### src/rtl/mtp_pkg.sv
package mtp_pkg;

    localparam int SAMPLE_W = 24;
    localparam int COUNT_W  = 16;

    typedef enum logic [1:0] {
        CMP_OFF     = 2'b00,
        CMP_IMM     = 2'b01,
        CMP_CNT_CLR = 2'b10,
        CMP_CNT_DEC = 2'b11
    } cmp_mode_e;

    typedef struct packed {
        logic vld;
        logic hit;
    } cmp_ev_t;

    function automatic logic is_count_mode(cmp_mode_e m);
        return (m == CMP_CNT_CLR) || (m == CMP_CNT_DEC);
    endfunction

endpackage

### src/rtl/mtp_mag_cmp.sv
module mtp_mag_cmp
    import mtp_pkg::*;
#(
    parameter int SW = SAMPLE_W
) (
    input  logic          vld,
    input  logic [SW-1:0] sample,
    input  logic [SW-1:0] thresh,
    output cmp_ev_t       ev
);
    localparam int MW = SW + 1;

    logic [MW-1:0] ext;
    logic [MW-1:0] mag;

    always_comb begin
        ext = {sample[SW-1], sample};
        mag = ext[MW-1] ? (~ext + {{(MW-1){1'b0}}, 1'b1}) : ext;
        ev.vld = vld;
        ev.hit = (mag >= {1'b0, thresh});
    end
endmodule

### src/rtl/mtp_mode_track.sv
module mtp_mode_track
    import mtp_pkg::*;
(
    input  logic      clk,
    input  logic      rst,
    input  logic [1:0] mode,
    output cmp_mode_e cur,
    output logic      changed
);
    cmp_mode_e prev_q;

    always_comb begin
        cur     = cmp_mode_e'(mode);
        changed = (cur != prev_q);
    end

    always_ff @(posedge clk) begin
        if (rst) prev_q <= CMP_OFF;
        else     prev_q <= cur;
    end
endmodule

### src/rtl/mtp_persist.sv
module mtp_persist
    import mtp_pkg::*;
#(
    parameter int CW = COUNT_W
) (
    input  logic          clk,
    input  logic          rst,
    input  cmp_mode_e     md,
    input  logic          changed,
    input  cmp_ev_t       ev,
    input  logic [CW-1:0] need,
    output logic          irq,
    output logic [CW-1:0] cnt
);
    logic [CW-1:0] cnt_q, base, tgt, nxt;
    logic [CW:0]   inc;
    logic          fire, irq_q;

    always_comb begin
        base = changed ? '0 : cnt_q;
        tgt  = (need == '0) ? {{(CW-1){1'b0}}, 1'b1} : need;
        inc  = {1'b0, base} + {{CW{1'b0}}, 1'b1};
        nxt  = base;
        fire = 1'b0;
        if (ev.vld) begin
            unique case (md)
                CMP_OFF: nxt = '0;
                CMP_IMM: begin
                    nxt  = '0;
                    fire = ev.hit;
                end
                CMP_CNT_CLR, CMP_CNT_DEC: begin
                    if (ev.hit) begin
                        if (inc >= {1'b0, tgt}) begin
                            fire = 1'b1;
                            nxt  = '0;
                        end else begin
                            nxt = inc[CW-1:0];
                        end
                    end else if (md == CMP_CNT_CLR) begin
                        nxt = '0;
                    end else begin
                        nxt = (base == '0) ? '0 : base - {{(CW-1){1'b0}}, 1'b1};
                    end
                end
                default: nxt = '0;
            endcase
        end
    end

    always_ff @(posedge clk) begin
        if (rst) begin
            cnt_q <= '0;
            irq_q <= 1'b0;
        end else begin
            cnt_q <= is_count_mode(md) ? nxt : '0;
            irq_q <= fire;
        end
    end

    assign cnt = cnt_q;
    assign irq = irq_q;
endmodule

### src/rtl/mag_thresh_persist.sv
module mag_thresh_persist
    import mtp_pkg::*;
#(
    parameter int SW = SAMPLE_W,
    parameter int CW = COUNT_W
) (
    input  logic          clk,
    input  logic          rst,
    input  logic [1:0]    mode,
    input  logic          smp_vld,
    input  logic [SW-1:0] sample,
    input  logic [SW-1:0] thresh,
    input  logic [CW-1:0] need_cnt,
    output logic          irq,
    output logic [CW-1:0] hit_cnt
);
    cmp_ev_t   ev;
    cmp_mode_e md;
    logic      md_chg;

    mtp_mag_cmp #(.SW(SW)) u_cmp (
        .vld(smp_vld), .sample(sample), .thresh(thresh), .ev(ev)
    );

    mtp_mode_track u_mode (
        .clk(clk), .rst(rst), .mode(mode), .cur(md), .changed(md_chg)
    );

    mtp_persist #(.CW(CW)) u_cnt (
        .clk(clk), .rst(rst), .md(md), .changed(md_chg), .ev(ev),
        .need(need_cnt), .irq(irq), .cnt(hit_cnt)
    );
endmodule

### config.mk
export PLATFORM = sky130hd
export DESIGN_NAME = mag_thresh_persist
export DESIGN_NICKNAME = d
export VERILOG_FILES = /design/src/rtl/mtp_pkg.sv /design/src/rtl/mtp_mag_cmp.sv /design/src/rtl/mtp_mode_track.sv /design/src/rtl/mtp_persist.sv /design/src/rtl/mag_thresh_persist.sv
export SDC_FILE = /design/constraint.sdc
export NUM_CORES = 1
export LEC_CHECK = 0
export ABC_AREA = 1
export BUFFER_PORTS_ARGS = -buffer_cell sky130_fd_sc_hd__buf_2
export CORE_MARGIN = 5
export CORE_UTILIZATION = 51
export DETAILED_ROUTE_END_ITERATION = 8
export MAX_ROUTING_LAYER = met4
export PLACE_DENSITY = 0.82
export SLEW_MARGIN = 20
export SYNTH_ARGS = -nofsm -noshare
export SYNTH_HDL_FRONTEND = slang
export SYNTH_SLANG_ARGS = --single-unit
### constraint.sdc
create_clock -name clk -period 3.7 [get_ports clk]
set_input_delay 0.74 -clock clk [delete_from_list [all_inputs] [get_ports clk]]
set_output_delay 0.74 -clock clk [all_outputs]
set_load 0.05 [all_outputs]
# After elaboration in Yosys (flattened, before gate mapping)
# Index checks and enable logic that the tools add are counted.
# W data, S select, Z words.
# classes
addsub	3
n_lt_le_gt_ge	2
n_eq_ne	4
muxes	12
bitwise	3
n_reduce_logical	8
# ops
op	count
$mux W16	7
$logic_not A16 Y1	2
$pmux W16 S2	1
$add A25 B1 Y25 const B	1
$ge A25 B24 Y1	1
$mux W25	1
$not A25 Y25	1
$add A16 B1 Y17 const B	1
$ge A17 B16 Y1	1
$sub A16 B1 Y16 const B	1
$reduce_or A2 Y1	4
$eq A2 B2 Y1 const B	2
$eq A2 B1 Y1 const B	1
$logic_not A2 Y1	1
$mux W1	2
$ne A2 B2 Y1	1
$not A1 Y1	2
$pmux W1 S2	1
$logic_or A1 B1 Y1	1
# totals
regBits	19
in_bits	69
output_inout_bits	17
wordCells	35

# Logic depth before layout (Yosys ltp)
# logic_depth
word_depth	8
mapped_depth	29
ltp_nobuf	27

# Hierarchy
# From an unflattened synthesis, not the netlist that was laid out.
# unflattened
hier_cells	645
hier_area_um2	3809.9
# by_module_without_submodules
mod	n_inst	cells_each	area_each_um2
mtp_persist	1	382	2322.2
mtp_mag_cmp	1	249	1390.1
mtp_mode_track	1	14	97.6

# Worst setup path before layout
# OpenSTA, ideal clock, no wires.
# synth_path
path_kind	in2reg
startpoint	in sample[0]
endpoint	reg u_cnt.cnt_q[14], in the netlist u_cnt.cnt[14]
setup_time_ns	0.132
arrival_ns	3.704
required_ns	3.568
setup_slack_ns	-0.137
stages	20
path_buffers	1
path_cell_list	inv_1 -> ha_1 -> nand4_1 -> nor3_1 -> nand4_1 -> nand2_1 -> o21ai_0 -> nor2_1 -> o21ai_0 -> xor2_1 -> ha_1 -> a21oi_1 -> o21bai_1 -> a21oi_1 -> nand4_1 -> inv_1 -> clkbuf_1 -> a21oi_1 -> nand2_1 -> a21oi_1
# synth_via
elab_chain_cells	7
# synth_rtl
element	line_no	source
from (decl)	mag_thresh_persist.sv:11	input logic [SW-1:0] sample,
$not A25 Y25	mtp_mag_cmp.sv:18	mag = ext[MW-1] ? (~ext + {{(MW-1){1'b0}}, 1'b1}) : ext;
$add A25 B1 Y25	mtp_mag_cmp.sv:18	
$mux W25 *	mtp_mag_cmp.sv:18	
$ge A25 B24 Y1 *	mtp_mag_cmp.sv:20	ev.hit = (mag >= {1'b0, thresh});
$mux W16 *	mtp_persist.sv:33	if (ev.hit) begin
$pmux W16 S2 *	mtp_persist.sv:26	unique case (md)
$mux W16 *	mtp_persist.sv:25	if (ev.vld) begin
to (signal assigned)	mtp_persist.sv:56	cnt_q <= is_count_mode(md) ? nxt : '0;
to (decl)	mtp_persist.sv:15	logic [CW-1:0] cnt_q, base, tgt, nxt;
# Mark *: on every way between the ends. The rest lies on a longest branch, timed or not.
# A chain may end at the register's enable or synchronous reset.

# Worst setup path after layout
# layout_path
startpoint	in sample[1]
endpoint	reg u_cnt.cnt_q[2], in the netlist u_cnt.cnt[2]
# The elaborated chain is that of the path after synthesis.

==> flow_metrics.tcl <==
set metrics [dict create \
    yosys.area_share.simple_pct 40.7 \
    portBuffers 85 \
    gp_congestion 0.900 \
    num_vias 4380 \
    post-route-cell-area_um2 4500 \
    cts_buffers 3 \
    synth-xor-area-share_pct 7.97 \
    status "finished, final reports clean" \
    start_kind "input port" \
    period_share_pct 94.9 \
    cts_root_buffer "clkbuf_8" \
    tightestPinTransition_ns 0.676 \
    synthMuxAreaShare_pct 0 \
    clkTransAtPathRegs_ns 0.08 \
    core_area_um2 6870 \
    syn_to_final_growth_pct 24.0 \
    remaining_drc_errors 0 \
    grt.overflow.total 0 \
    required_ns 3.89 \
    hold_start "u_cnt.cnt[5]" \
    cts_buffer_depth 2 \
    synth.avg_cell_area_um2 5.65 \
    synth_top_family_by_area "simple AND/OR/NAND/NOR gates" \
    grt_max_degree 31 \
    synth_seq_area_share_pct 10.5 \
    skew_ns 0.00149 \
    setup_viol 0 \
    drt_pass1_iterations 5 \
    reg2reg_from "u_mode.prev_q[0]" \
    met1_usage_pct 33.2 \
    dieArea_um2 8900 \
    drt-total-wl_mm 10.9 \
    synth-seq-cells 19 \
    crit_type "input port to register" \
    antenna_found_initial 0 \
    via_per_inst 5.20 \
    grt.total_usage_pct 24.7 \
    cp_data_arrival_time_ns 3.70 \
    ioPinCount 86 \
    nets 861 \
    hp-class "register to register" \
    synth_compound_gate_area_share_pct 12.3 \
    p_leak_nw 2.48 \
    drv_cap 0 \
    drive_above_1_share_pct 22.1 \
    whs_endpoint "u_cnt.cnt[5]" \
    min_path_cells 2 \
    placed_area_um2 4300 \
    cts_tree "done" \
    met3_usage_pct 1.91 \
    synthAdderAreaFrac_pct 15.2 \
    finalPower_uw 735 \
    use_met2_pct 40.4 \
    num_rows 30 \
    ant_nets 0 \
    place_hpwl_mm 9.00 \
    maxSlewHeadroom_pct 54.5 \
    yosys_warnings 0 \
    antenna_cells 0 \
    holdBufCountCts 0 \
    dieHeight_um 94.4 \
    numClockSinks 19 \
    synth_nets 755 \
    r2r_cells 22 \
    h-tree-depth 1 \
    grt_pass1_vias 4027 \
    start_util_pct 52.8 \
    clk_latency_ns 0.26 \
    drt_iter0_markers 425 \
    peakVddDrop_mv 0.119 \
    power_density_nw_per_um2 163 \
    hold_viol 0 \
    r2r_slack_ns 0.57 \
    r2r-end "u_cnt.cnt[1]" \
    yosys.cell_types.count 33 \
    path_max_fanout 15 \
    syn_area_um2 3630 \
    dp_cells 836 \
    cp-end-kind "register" \
    period_minus_slack_ns 3.51 \
    synth_cells 642 \
    fmax_mhz 285 \
    slew_violations 0 \
    busiest_layer "met2" \
    instances_no_fill 843 \
    chipWidth_um 94.4 \
    wl_per_cell_um 13.0 \
    grt_first_pass_wirelength_mm 17.7 \
]
==> power by group <==
| group | internal (mW) | switching (mW) | total (mW) |
|---|---|---|---|
| Combinational | 0.148 | 0.218 | 0.366 |
| Sequential | 0.209 | 0.00552 | 0.214 |
| Clock | 0.0768 | 0.0780 | 0.155 |
| Total | 0.434 | 0.301 | 0.735 |
==> state kept, by name, summed over array words and instances (netlist names) <==
signal	count
u_cnt.irq	1
u_mode.prev_q	2
u_cnt.cnt	16
==> routing by layer <==
metal	wire length, µm	share of wire [%]
met1	4790	44
met2	5210	48
met3	777	7.1
met4	161	1.5
met5	0	0
==> cells in the final DEF, fill, tap and decap left out, drive strengths merged <==
cell type and n:
nand2 186, buf 114, inv 106, nor2 70, nand3 57, a21oi 53
ha 44, xor2 25, o21ai 21, dfxtp 19, nand4 15, xnor2 8
nor3 8, nor4 7, clkbuf 4, o21a 2, a41o 1, o31a 1
nand3b 1, o21bai 1, clkinv 1, o31ai 1, o2111ai 1, or2 1
==> synth_stat cells (all sizes together) <==
cell type | instances | share of area, %
a21oi | 53 | 7.6
a41o | 1 | 0.28
buf | 5 | 1.4
clkbuf | 8 | 0.83
dfxtp | 19 | 10
ha | 44 | 15
inv | 107 | 11
nand2 | 186 | 19
nand3 | 57 | 8.0
nand3b | 1 | 0.21
nand4 | 15 | 2.6
nor2 | 70 | 7.9
nor3 | 8 | 1.2
nor4 | 7 | 1.2
o2111ai | 1 | 0.24
o21a | 2 | 0.41
o21ai | 21 | 3.1
o21bai | 1 | 0.21
o31a | 1 | 0.24
o31ai | 1 | 0.21
or2 | 1 | 0.17
xnor2 | 8 | 1.9
xor2 | 25 | 6.0
==> worst max-delay path, cell delays in order <==
cell and delay, ns:
buf_2 0.11, inv_2 0.07, ha_4 0.14, nand4_1 0.14, nor3_2 0.27, nand4_1 0.15, nand2_1 0.12, o21ai_2 0.08
nor2_2 0.14, o21ai_1 0.09, xor2_1 0.17, ha_1 0.35, nand3_2 0.10, nor3_2 0.13, nand3_1 0.09, nand4_1 0.14
buf_6 0.14, clkinv_8 0.09, a21oi_1 0.17, nand2_1 0.11, a21oi_2 0.15
==> cells by family after synthesis <==
group,count (synthesis)
buf+inv,120
flops,19
compound gates,81
fa+ha+maj,44
simple gates,345
xor+xnor,33
==> stage by stage <==
stage / setup WS, ns / hold WS, ns / TNS, ns / utilization [%]
after floorplan: 0.00860 / 0.765 / 0 / -
after global placement: -0.0946 / 0.583 / -1.34 / 62.6
after detailed placement: -0.232 / 0.587 / -3.45 / 62.6
after CTS: 0.0255 / 0.601 / 0 / 63.2
after global routing: -0.0694 / 0.653 / -0.130 / 65.5
final: 0.189 / 0.616 / 0 / 65.5
==> cell type report <==
cell class | instances | area (µm²)
clock buffers | 4 | 45.0
fillers | 633 | 2370
inverters | 107 | 414
multi-input cells | 503 | 2870
flip-flops and latches | 19 | 380
well taps | 96 | 120
repair buffers | 114 | 667
==> how the worst max path moves through the flow <==
stage	slack, ns	startpoint	cells after the start	endpoint
floorplan	0.009	sample[0]	20	u_cnt.cnt[14]
global placement	-0.09	sample[0]	20	u_cnt.cnt[10]
detailed placement	-0.23	sample[0]	20	u_cnt.cnt[1]
CTS	0.03	sample[0]	20	u_cnt.cnt[10]
global route	-0.07	sample[0]	21	u_cnt.cnt[2]
finish	0.19	sample[1]	21	u_cnt.cnt[2]
==> what timing repair did <==
| item | CTS | global route |
|---|---|---|
| setup buffers | 0 | 3 |
| setup endpoints to repair | 0 | 17 |
| gates resized for setup | 0 | 36 |
No activity file was read; power rests on OpenSTA's default activity.
